`src/rtl/apx_pkg.sv`:
```
`timescale 1ns/1ps
package apx_pkg;
    localparam int ADDR_W  = 32;
    localparam int PAGE_W  = 12;
    localparam int VPN_W   = ADDR_W - PAGE_W;
    localparam int WIN_LSB = 25;
    localparam int WIN_W   = ADDR_W - WIN_LSB;
    localparam int TBL_LSB = 4;
    localparam int TBL_SH  = 8;
    localparam int PA_W    = ADDR_W + TBL_SH;
    localparam int PPN_W   = PA_W - PAGE_W;
    localparam int REG_AW  = 8;
    localparam int CTRL_W  = 7;
    localparam int BASE_W  = 15;

    localparam logic [REG_AW-1:0] OFF_CTRL = 8'h90;
    localparam logic [REG_AW-1:0] OFF_BASE = 8'h94;
    localparam logic [REG_AW-1:0] OFF_TBL  = 8'h98;
    localparam logic [REG_AW-1:0] OFF_CC   = 8'h9C;

    typedef enum logic [0:0] {ST_IDLE, ST_FETCH} apx_state_e;

    typedef struct packed {
        logic                   en;
        logic [2:0]             size_code;
        logic                   dis_cpu;
        logic                   dis_io;
        logic [WIN_W-1:0]       win_base;
        logic [ADDR_W-1:TBL_LSB] tbl_base;
    } apx_cfg_t;
endpackage

```
`src/rtl/apx_regs.sv`:
```
`timescale 1ns/1ps
module apx_regs
    import apx_pkg::*;
(
    input  logic              clk,
    input  logic              rst_n,
    input  logic              wr_en,
    input  logic [REG_AW-1:0] addr,
    input  logic [ADDR_W-1:0] wdata,
    input  logic              err_set,
    input  logic              inv_take,
    output logic [ADDR_W-1:0] rdata,
    output apx_cfg_t          cfg,
    output logic              inv_pend
);
    typedef struct packed {
        logic [CTRL_W-1:0]        ctrl;
        logic [BASE_W-1:0]        base;
        logic [ADDR_W-1:TBL_LSB]  tbl;
        logic                     err;
        logic                     inv;
    } regs_t;

    regs_t q, d;

    always_comb begin
        d = q;
        if (inv_take) d.inv = 1'b0;
        if (wr_en) begin
            case (addr)
                OFF_CTRL: d.ctrl = wdata[CTRL_W-1:0];
                OFF_BASE: d.base = wdata[BASE_W-1:0];
                OFF_TBL:  d.tbl  = wdata[ADDR_W-1:TBL_LSB];
                OFF_CC: begin
                    if (wdata[0]) d.inv = 1'b1;
                    if (wdata[1]) d.err = 1'b0;
                end
                default: ;
            endcase
        end
        if (err_set) d.err = 1'b1;
    end

    always_ff @(posedge clk or negedge rst_n) begin
        if (!rst_n) q <= '0;
        else        q <= d;
    end

    always_comb begin
        case (addr)
            OFF_CTRL: rdata = ADDR_W'(q.ctrl);
            OFF_BASE: rdata = ADDR_W'(q.base);
            OFF_TBL:  rdata = {q.tbl, {TBL_LSB{1'b0}}};
            OFF_CC:   rdata = ADDR_W'({q.err, q.inv});
            default:  rdata = '0;
        endcase
    end

    assign cfg.en        = q.ctrl[0];
    assign cfg.size_code = q.ctrl[3:1];
    assign cfg.dis_cpu   = q.ctrl[4];
    assign cfg.dis_io    = q.ctrl[5];
    assign cfg.win_base  = q.base[WIN_W-1:0];
    assign cfg.tbl_base  = q.tbl;
    assign inv_pend      = q.inv;

    a_r10_inv_arms: assert property (@(posedge clk) disable iff (!rst_n)
        (wr_en && addr == OFF_CC && wdata[0]) |=> q.inv)
        else $error("R10 invalidate bit not set after write");

    a_r11_err_clears: assert property (@(posedge clk) disable iff (!rst_n)
        (wr_en && addr == OFF_CC && wdata[1] && !err_set) |=> !q.err)
        else $error("R11 error flag not cleared");
endmodule

```
`src/rtl/apx_window.sv`:
```
`timescale 1ns/1ps
module apx_window
    import apx_pkg::*;
(
    input  logic             en,
    input  logic [2:0]       size_code,
    input  logic             dis_cpu,
    input  logic             dis_io,
    input  logic [WIN_W-1:0] win_base,
    input  logic [VPN_W-1:0] vpn,
    input  logic             is_io,
    output logic             xlate,
    output logic [VPN_W-1:0] idx
);
    localparam int SUB_W = WIN_LSB - PAGE_W;

    logic             in_lo, size_ok, src_ok;
    logic [VPN_W-1:0] off;

    always_comb begin
        off     = vpn - {win_base, {SUB_W{1'b0}}};
        in_lo   = vpn[VPN_W-1:SUB_W] >= win_base;
        size_ok = (size_code != 3'd7) &&
                  (off[VPN_W-1:SUB_W] < (WIN_W'(1) << size_code));
        src_ok  = is_io ? !dis_io : !dis_cpu;
        xlate   = en && src_ok && in_lo && size_ok;
        idx     = off;
    end
endmodule

```
`src/rtl/apx_tlb.sv`:
```
`timescale 1ns/1ps
module apx_tlb #(
    parameter int N     = 4,
    parameter int TAG_W = 20,
    parameter int DAT_W = 28
) (
    input  logic             clk,
    input  logic             rst_n,
    input  logic [TAG_W-1:0] lk_tag,
    output logic             hit,
    output logic [DAT_W-1:0] hit_dat,
    input  logic             fill,
    input  logic [TAG_W-1:0] fill_tag,
    input  logic [DAT_W-1:0] fill_dat,
    input  logic             flush
);
    localparam int PTR_W = (N > 1) ? $clog2(N) : 1;

    typedef struct packed {
        logic [N-1:0]             vld;
        logic [N-1:0][TAG_W-1:0]  tag;
        logic [N-1:0][DAT_W-1:0]  dat;
        logic [PTR_W-1:0]         ptr;
    } tlb_t;

    tlb_t       q, d;
    logic [N-1:0] hit_vec;

    for (genvar g = 0; g < N; g++) begin : g_match
        assign hit_vec[g] = q.vld[g] && (q.tag[g] == lk_tag);
    end

    always_comb begin
        hit_dat = '0;
        for (int i = 0; i < N; i++)
            if (hit_vec[i]) hit_dat = hit_dat | q.dat[i];
        hit = |hit_vec;
    end

    always_comb begin
        d = q;
        if (flush) begin
            d.vld = '0;
        end else if (fill) begin
            d.vld[q.ptr] = 1'b1;
            d.tag[q.ptr] = fill_tag;
            d.dat[q.ptr] = fill_dat;
            d.ptr = (q.ptr == PTR_W'(N-1)) ? '0 : q.ptr + 1'b1;
        end
    end

    always_ff @(posedge clk or negedge rst_n) begin
        if (!rst_n) q <= '0;
        else        q <= d;
    end

    a_r9_single_match: assert property (@(posedge clk) disable iff (!rst_n)
        $onehot0(hit_vec))
        else $error("R9 page cached in more than one slot");

    a_r10_flush_empties: assert property (@(posedge clk) disable iff (!rst_n)
        flush |=> (q.vld == '0))
        else $error("R10 entries survive invalidate");
endmodule

```
`src/rtl/apx_xlate.sv`:
```
`timescale 1ns/1ps
module apx_xlate
    import apx_pkg::*;
(
    input  logic              clk,
    input  logic              rst_n,
    input  logic              reg_wr_en,
    input  logic [REG_AW-1:0] reg_addr,
    input  logic [ADDR_W-1:0] reg_wdata,
    output logic [ADDR_W-1:0] reg_rdata,
    input  logic              req_valid,
    output logic              req_ready,
    input  logic [ADDR_W-1:0] req_addr,
    input  logic              req_is_io,
    output logic              mem_rd_valid,
    output logic [PA_W-1:0]   mem_rd_addr,
    input  logic              mem_rd_ack,
    input  logic [ADDR_W-1:0] mem_rd_data,
    output logic              rsp_valid,
    output logic [PA_W-1:0]   rsp_addr,
    output logic              rsp_bypass,
    output logic              rsp_fault
);
    localparam int TBL_PAD = PA_W - ADDR_W + TBL_LSB;

    typedef struct packed {
        apx_state_e         state;
        logic [VPN_W-1:0]   vpn;
        logic [PAGE_W-1:0]  pofs;
        logic [PA_W-1:0]    maddr;
        logic               rv;
        logic [PA_W-1:0]    raddr;
        logic               rbyp;
        logic               rflt;
    } top_t;

    top_t q, d;

    apx_cfg_t         cfg;
    logic             inv_pend, inv_take, err_set;
    logic             xlate, hit, fill, accept, usable;
    logic [VPN_W-1:0] idx;
    logic [PPN_W-1:0] hit_ppn, ent_ppn;
    logic             unused_ent_bits;

    apx_regs u_regs (
        .clk      (clk),
        .rst_n    (rst_n),
        .wr_en    (reg_wr_en),
        .addr     (reg_addr),
        .wdata    (reg_wdata),
        .err_set  (err_set),
        .inv_take (inv_take),
        .rdata    (reg_rdata),
        .cfg      (cfg),
        .inv_pend (inv_pend)
    );

    apx_window u_win (
        .en        (cfg.en),
        .size_code (cfg.size_code),
        .dis_cpu   (cfg.dis_cpu),
        .dis_io    (cfg.dis_io),
        .win_base  (cfg.win_base),
        .vpn       (req_addr[ADDR_W-1:PAGE_W]),
        .is_io     (req_is_io),
        .xlate     (xlate),
        .idx       (idx)
    );

    apx_tlb #(.N(4), .TAG_W(VPN_W), .DAT_W(PPN_W)) u_tlb (
        .clk      (clk),
        .rst_n    (rst_n),
        .lk_tag   (req_addr[ADDR_W-1:PAGE_W]),
        .hit      (hit),
        .hit_dat  (hit_ppn),
        .fill     (fill),
        .fill_tag (q.vpn),
        .fill_dat (ent_ppn),
        .flush    (inv_take)
    );

    assign ent_ppn         = {mem_rd_data[11:4], mem_rd_data[31:12]};
    assign usable          = (mem_rd_data[1:0] == 2'b11);
    assign unused_ent_bits = ^mem_rd_data[3:2];

    assign req_ready = (q.state == ST_IDLE) && !inv_pend;
    assign accept    = req_valid && req_ready;
    assign inv_take  = inv_pend && (q.state == ST_IDLE);

    always_comb begin
        d       = q;
        d.rv    = 1'b0;
        fill    = 1'b0;
        err_set = 1'b0;
        case (q.state)
            ST_IDLE: begin
                if (accept) begin
                    if (!xlate) begin
                        d.rv    = 1'b1;
                        d.raddr = PA_W'(req_addr);
                        d.rbyp  = 1'b1;
                        d.rflt  = 1'b0;
                    end else if (hit) begin
                        d.rv    = 1'b1;
                        d.raddr = {hit_ppn, req_addr[PAGE_W-1:0]};
                        d.rbyp  = 1'b0;
                        d.rflt  = 1'b0;
                    end else begin
                        d.state = ST_FETCH;
                        d.vpn   = req_addr[ADDR_W-1:PAGE_W];
                        d.pofs  = req_addr[PAGE_W-1:0];
                        d.maddr = {cfg.tbl_base, {TBL_PAD{1'b0}}} +
                                  PA_W'({idx, 2'b00});
                    end
                end
            end
            ST_FETCH: begin
                if (mem_rd_ack) begin
                    d.state = ST_IDLE;
                    d.rv    = 1'b1;
                    d.rbyp  = 1'b0;
                    if (usable) begin
                        d.raddr = {ent_ppn, q.pofs};
                        d.rflt  = 1'b0;
                        fill    = 1'b1;
                    end else begin
                        d.raddr = '0;
                        d.rflt  = 1'b1;
                        err_set = 1'b1;
                    end
                end
            end
            default: d.state = ST_IDLE;
        endcase
    end

    always_ff @(posedge clk or negedge rst_n) begin
        if (!rst_n) q <= '0;
        else        q <= d;
    end

    assign mem_rd_valid = (q.state == ST_FETCH);
    assign mem_rd_addr  = q.maddr;
    assign rsp_valid    = q.rv;
    assign rsp_addr     = q.raddr;
    assign rsp_bypass   = q.rbyp;
    assign rsp_fault    = q.rflt;

    a_r5_read_held: assert property (@(posedge clk) disable iff (!rst_n)
        (mem_rd_valid && !mem_rd_ack) |=> (mem_rd_valid && $stable(mem_rd_addr)))
        else $error("R5 table read dropped or changed before ack");

    a_r7_fault_clean: assert property (@(posedge clk) disable iff (!rst_n)
        (rsp_valid && rsp_fault) |-> (!rsp_bypass && rsp_addr == '0))
        else $error("R7 fault response carries data");

    a_r12_rsp_cause: assert property (@(posedge clk) disable iff (!rst_n)
        rsp_valid |-> ($past(req_valid && req_ready) || $past(mem_rd_valid && mem_rd_ack)))
        else $error("R12 response without cause");

    a_r3_code7_empty: assert property (@(posedge clk) disable iff (!rst_n)
        (req_valid && req_ready && cfg.size_code == 3'd7) |=> (rsp_valid && rsp_bypass))
        else $error("R3 code 7 window not empty");
endmodule

```
`config.mk`:
```
export PLATFORM = sky130hd
export DESIGN_NAME = apx_xlate
export DESIGN_NICKNAME = d
export VERILOG_FILES = /design/src/rtl/apx_pkg.sv /design/src/rtl/apx_regs.sv /design/src/rtl/apx_window.sv /design/src/rtl/apx_tlb.sv /design/src/rtl/apx_xlate.sv
export SDC_FILE = /design/constraint.sdc
export NUM_CORES = 1
export LEC_CHECK = 0
export BUFFER_PORTS_ARGS = -buffer_cell sky130_fd_sc_hd__buf_4
export CAP_MARGIN = 20
export CELL_PAD_IN_SITES_DETAIL_PLACEMENT = 0
export CELL_PAD_IN_SITES_GLOBAL_PLACEMENT = 1
export CORE_MARGIN = 4
export CORE_UTILIZATION = 30
export DETAILED_ROUTE_END_ITERATION = 12
export GPL_ROUTABILITY_DRIVEN = 0
export GPL_TIMING_DRIVEN = 0
export PLACE_DENSITY = 0.66
export SKIP_CTS_REPAIR_TIMING = 1
export SLEW_MARGIN = 20
export SYNTH_ARGS = -nofsm -noshare
export SYNTH_HDL_FRONTEND = slang
export SYNTH_SLANG_ARGS = --single-unit
```
`constraint.sdc`:
```
create_clock -name clk -period 4.6 [get_ports clk]
set_input_delay 0.69 -clock clk [delete_from_list [all_inputs] [get_ports clk]]
set_output_delay 0.69 -clock clk [all_outputs]
set_load 0.05 [all_outputs]
```
# Yosys cells after proc, flatten, opt, wreduce, memory -nomap -nowiden
# Index checks and enable logic that the tools add are counted.
op_classes:
  add_sub_neg: 3
  multipliers: 0
  n_div: 0
  order_cmp: 4
  eq_ne: 14
  n_shift: 1
  n_mux: 39
  n_bitwise: 7
  n_reduce_logical: 27
op_table:
  columns: ["op", "n"]
  rows:
  - ["198-bit 2-to-1 mux", 1]
  - ["73-bit 2-to-1 mux", 2]
  - ["28-bit 2-to-1 mux", 5]
  - ["43-bit 2-to-1 mux", 3]
  - ["32-bit case mux with 4 select lines", 1]
  - ["116-bit 2-to-1 mux", 1]
  - ["112-bit bitwise mux", 1]
  - ["43-bit case mux with 2 select lines", 1]
  - ["28-bit OR", 3]
  - ["80-bit bitwise mux", 1]
  - ["20-bit equality test", 4]
  - ["28-bit demux with 2-bit select", 1]
  - ["40-bit by 22-bit adder with 40-bit output", 1]
  - ["20-bit demux with 2-bit select", 1]
  - ["40-bit 2-to-1 mux", 1]
  - ["8-bit equality test, second input constant", 4]
  - ["20-bit 2-to-1 mux", 1]
  - ["20-bit subtractor", 1]
  - ["1-bit 2-to-1 mux", 13]
  - ["1-bit logical AND", 12]
  - ["2-bit AND reduction", 4]
  - ["2-bit nonzero test", 4]
  - ["7-bit greater-or-equal comparator", 1]
  - ["7-bit less-than comparator", 1]
  - ["other kinds (17)", 27]
totals:
  reg_bits: 366
  latchBits: 0
  ramBits: 0
  mem_bits_ro: 0
  inputBits: 110
  out_inout_bits: 117
  word_cells: 118
  memories: 0

# Depth between registers and ports, before layout
logic_depth:
  word_depth: 13
  mapped_depth: 20
  mapped_depth_nobuf: 17

# Hierarchy
# A second synthesis with hierarchy kept.
unflattened:
  hier_cells: 1694
  area_unflattened_um2: 18726.7
modules_own_cells:
  columns: ["mod", "n_inst", "cells_per_inst", "area_each_um2", "seq_area_each_um2"]
  rows:
  - ["apx_tlb", 1, 733, 9376.5, 4954.8]
  - ["apx_xlate", 1, 644, 5959.5, 2852.7]
  - ["apx_regs", 1, 228, 2736.4, 1301.2]
  - ["apx_window", 1, 89, 654.4, 0.0]

# Worst setup path after synthesis
# No wires, ideal clock.
synth_timing:
  kind: "input to register"
  from: "in req_addr[25]"
  to: "reg q (netlist bit rsp_addr[32])"
  setup_ns: 0.126
  arrival_ns: 3.815
  required_ns: 4.474
  setup_slack_ns: 0.659
  cell_stages: 18
  n_path_buf: 2
  cell_sequence: "buf_2 -> inv_1 -> ha_1 -> inv_1 -> fa_1 -> a21o_1 -> a21oi_1 -> o21bai_1 -> a21oi_1 -> xnor2_1 -> ha_1 -> nand4_1 -> or3_1 -> o2111a_1 -> a21oi_4 -> nor2_2 -> buf_2 -> a221o_1"
synth_via:
  elab_chain_len: 13
  elab_cells_between_ends: 28
  cone_classes: "add/sub (1); order compare (2); eq/ne (5); mux (8); bitwise (3); reduce/logical (9)"
synth_rtl:
  columns: ["item", "line_no", "text"]
  rows:
  - ["start, declared", "apx_xlate.sv:13", "input logic [ADDR_W-1:0] req_addr,"]
  - ["branches (longest 13 deep; another with 20-bit subtractor)", null, null]
  - ["end signal, assigned", "apx_xlate.sv:139", "if (!rst_n) q <= '0;"]
  - ["end signal, assigned", "apx_xlate.sv:140", "else q <= d;"]
  - ["end, declared", "apx_xlate.sv:37", "top_t q, d;"]
# Parallel ways; which one is timed is not known. The select of a mux whose other input is x is not followed.
# A chain may end at the register's enable or synchronous reset.

# Worst setup path in the final report
layout_timing:
  from: "in req_addr[25]"
  to: "reg q (netlist bit rsp_addr[15])"
# The elaborated chain is that of the path after synthesis.

==> run summary <==
Async set-reset flop share out of synthesis: 100%
Initial antenna violation count: 5
Required time of the critical path: 5.11 ns
Internal power: 5.50 mW
Post-synthesis sequential area ratio: 50.9%
Startpoint Class: input port
Clk buf depth: 3
# setup viols final: 0
Htree depth: 2
Global Route Usage Sum: 16.1%
Clock-pin slew on the worst setup and hold paths: 0.06 ns
Drt drc: 0
Die ar.: 0.0619 mm²
Layout Area Growth over Synthesis: 23.0%
Fin crit share: 91.9%
Synth unique cells: 62
Via density: 4.82
GRT overflow: 0
Final HPWL from detailed placement: 37.3 mm
Crit path kind: in2reg
Vias: 12.1k
Fin Hold WS: 0.357 ns
Critical Path AT: 4.73 ns
Drt total wl: 50.8 mm
Sw Ratio: 27.7%
CTS tree: built
Rows: 88
Sequential share of power: 44.0%
Relative slew margins: 36.4%
Final nets: 1842
DR pass1 iterations: 4
Port buffer count: 210
Final Hold Fails: 0
Hold Path Class: in2reg
Maximum Capacitance Violations: 0
Die Height: 249 µm
RSZ-0062 raised after global routing: no
Synth Register Bits: 354
Post-synth EDFFs: 0
Share of layout cells above drive strength 1: 38.4%
CP Capture Type: flip-flop
Main synth FF type: dfrtp_1
Num CTS Buffers: 42
Crit Path Max Fanout: 10
Logic pwr share: 13.9%
Clock latency on the worst-skew pair: 0.59 ns
Core area: 0.0576 mm²
Largest net degree at the start of global routing: 97
DR iter-0 viols: 622
Synth Cell Area: 0.0174 mm²
Power, Total: 7.60 mW
Clock power share: 42.1%
CTS root buf: clkbuf_16
Cells after synthesis: 1443
Status: finished clean
Antenna viol nets, final: 0
Fin Clk Skew: 0.0451 ns
Syn_area_per_cell: 12.1 µm²
Chip Width: 249 µm
Max Transition Viols Final: 0
Sw power: 2.10 mW
Number of global-route vias before repair: 12.7k
Fmax: 0.236 GHz
Starting Density: 30.2%
Power Dens Cells: 355 mW/mm²
IO Pins: 227
Worst-Margin Slew: 0.954 ns
First-pass GRT wire length: 78.0 mm
Synth warnings: 0
Drt wl/cell: 20.3 µm
Worst IR Drop VDD: 0.000218 V
CTS Sinks: 354
P_leak: 10.7 nW
Minimum clock period: 4.23 ns
## cell usage after synthesis, drive strengths merged, types with 26 or more instances
cell type | count | share of area (%)
dfrtp | 354 | 51
ha | 27 | 1.9
nor2 | 61 | 1.3
buf | 135 | 5.2
xor2 | 79 | 4.0
mux2 | 286 | 19
a21oi | 32 | 0.99
a22oi | 79 | 3.4
nand2 | 81 | 1.7
nor3 | 29 | 0.86
clkbuf | 38 | 0.82
inv | 26 | 0.56
xnor2 | 30 | 1.5
## metrics by stage
step           utilization (%)  instance area, µm²  instances  setup TNS (ns)  setup slack (ns)
2_1_floorplan                -               17400       1444               0             0.659
3_3_place_gp              34.6               19900       2419         -210.27            -0.636
3_5_place_dp              34.8               20100       2423           -4.74            -0.200
4_1_cts                   37.1               21400       2498               0             0.436
5_1_grt                   37.1               21400       2500               0            0.0603
6_report                  37.2               21400       2502               0             0.371
## final timing paths
| check | start | end | slack, ns | depth (start not counted) |
|---|---|---|---|---|
| worst max-delay path | req_addr[25] | rsp_addr[15]$_DFFE_PN0P_ | 0.37 | 18 |
| worst min-delay path | reg_wdata[18] | u_regs.cfg[14]$_DFFE_PN0P_ | 0.36 | 2 |
| worst max register to register | u_regs.cfg[28]$_DFFE_PN0P_ | rsp_addr[15]$_DFFE_PN0P_ | 0.43 | 16 |
| worst min register to register | q[94]$_DFFE_PN0P_ | q[94]$_DFFE_PN0P_ | 0.49 | 1 |
| max in group asynchronous | rst_n | q[84]$_DFFE_PN0P_ | 2.75 | 4 |
| min in group asynchronous | rst_n | rsp_addr[17]$_DFFE_PN0P_ | 0.59 | 2 |
## critical path: stages
cell and delay [ns]:
buf_2 0.21, inv_1 0.10, ha_1 0.17, inv_1 0.06, fa_1 0.40, a21o_1 0.17
a21oi_1 0.21, o21bai_1 0.10, a21oi_1 0.18, xnor2_1 0.14, ha_1 0.32, nand4_1 0.09
or3_1 0.37, o2111a_1 0.21, nor2_1 0.38, clkbuf_1 0.55, a22oi_1 0.16, a31oi_1 0.20
## metal layers
layer	vias up	track usage, %	part of all wire [%]
met2	302	26.7	48
met3	71	3.38	5.3
met1	6127	21.4	45
met4	2	4.60	2.4
li1	5559	-	-
met5	-	0	0.039
## power by group through the flow
stage          Combinational (mW)  Clock [mW]  Sequential (mW)
6_report                     1.06        3.20             3.34
5_1_grt                      1.14        3.42             3.36
4_1_cts                      1.07        3.30             3.34
3_5_place_dp                 1.07           0             3.40
3_3_place_gp                 1.05           0             3.39
2_1_floorplan               0.672           0             3.36
## area by class of cell
type | count | area [µm²]
Fill cell | 5734 | 36200
Clock buffer | 63 | 1220
Clock inverter | 12 | 104
Inverter | 26 | 97.6
Tap cell | 765 | 957
Sequential cell | 354 | 8860
Multi-Input combinational cell | 891 | 7400
Buffer | 173 | 1040
Antenna cell | 3 | 7.51
Timing Repair Buffer | 215 | 1700
## cells by family after synthesis
family | count (synthesis) | share of synthesized area [%]
compound gates | 204 | 8.57
flops | 354 | 50.9
buf+inv | 199 | 6.55
fa+ha+maj | 29 | 2.17
mux | 293 | 18.9
simple gates | 254 | 7.37
xor+xnor | 109 | 5.49
other cells | 1 | 0.0216
## cells in the final DEF, fill, tap and decap left out, types with 6 or more instances in the layout
master and n:
nand2_1 81, xor2_1 79, nor4_1 12, buf_2 44, a21boi_0 12, o21ai_0 12
a22o_1 11, mux2_2 243, buf_4 289, a21oi_1 31, xnor2_1 30, clkbuf_8 9
and2_1 19, clkbuf_16 42, a221o_1 19, a22oi_1 79, and3_1 6, clkbuf_1 50
mux2i_1 7, nor3_1 28, inv_1 25, dfrtp_1 354, clkinv_2 8, ha_1 27
buf_1 6, mux2_1 43, a31oi_1 20, nor2_1 59, nand4_1 11
Power figures use the tool's default switching activity.
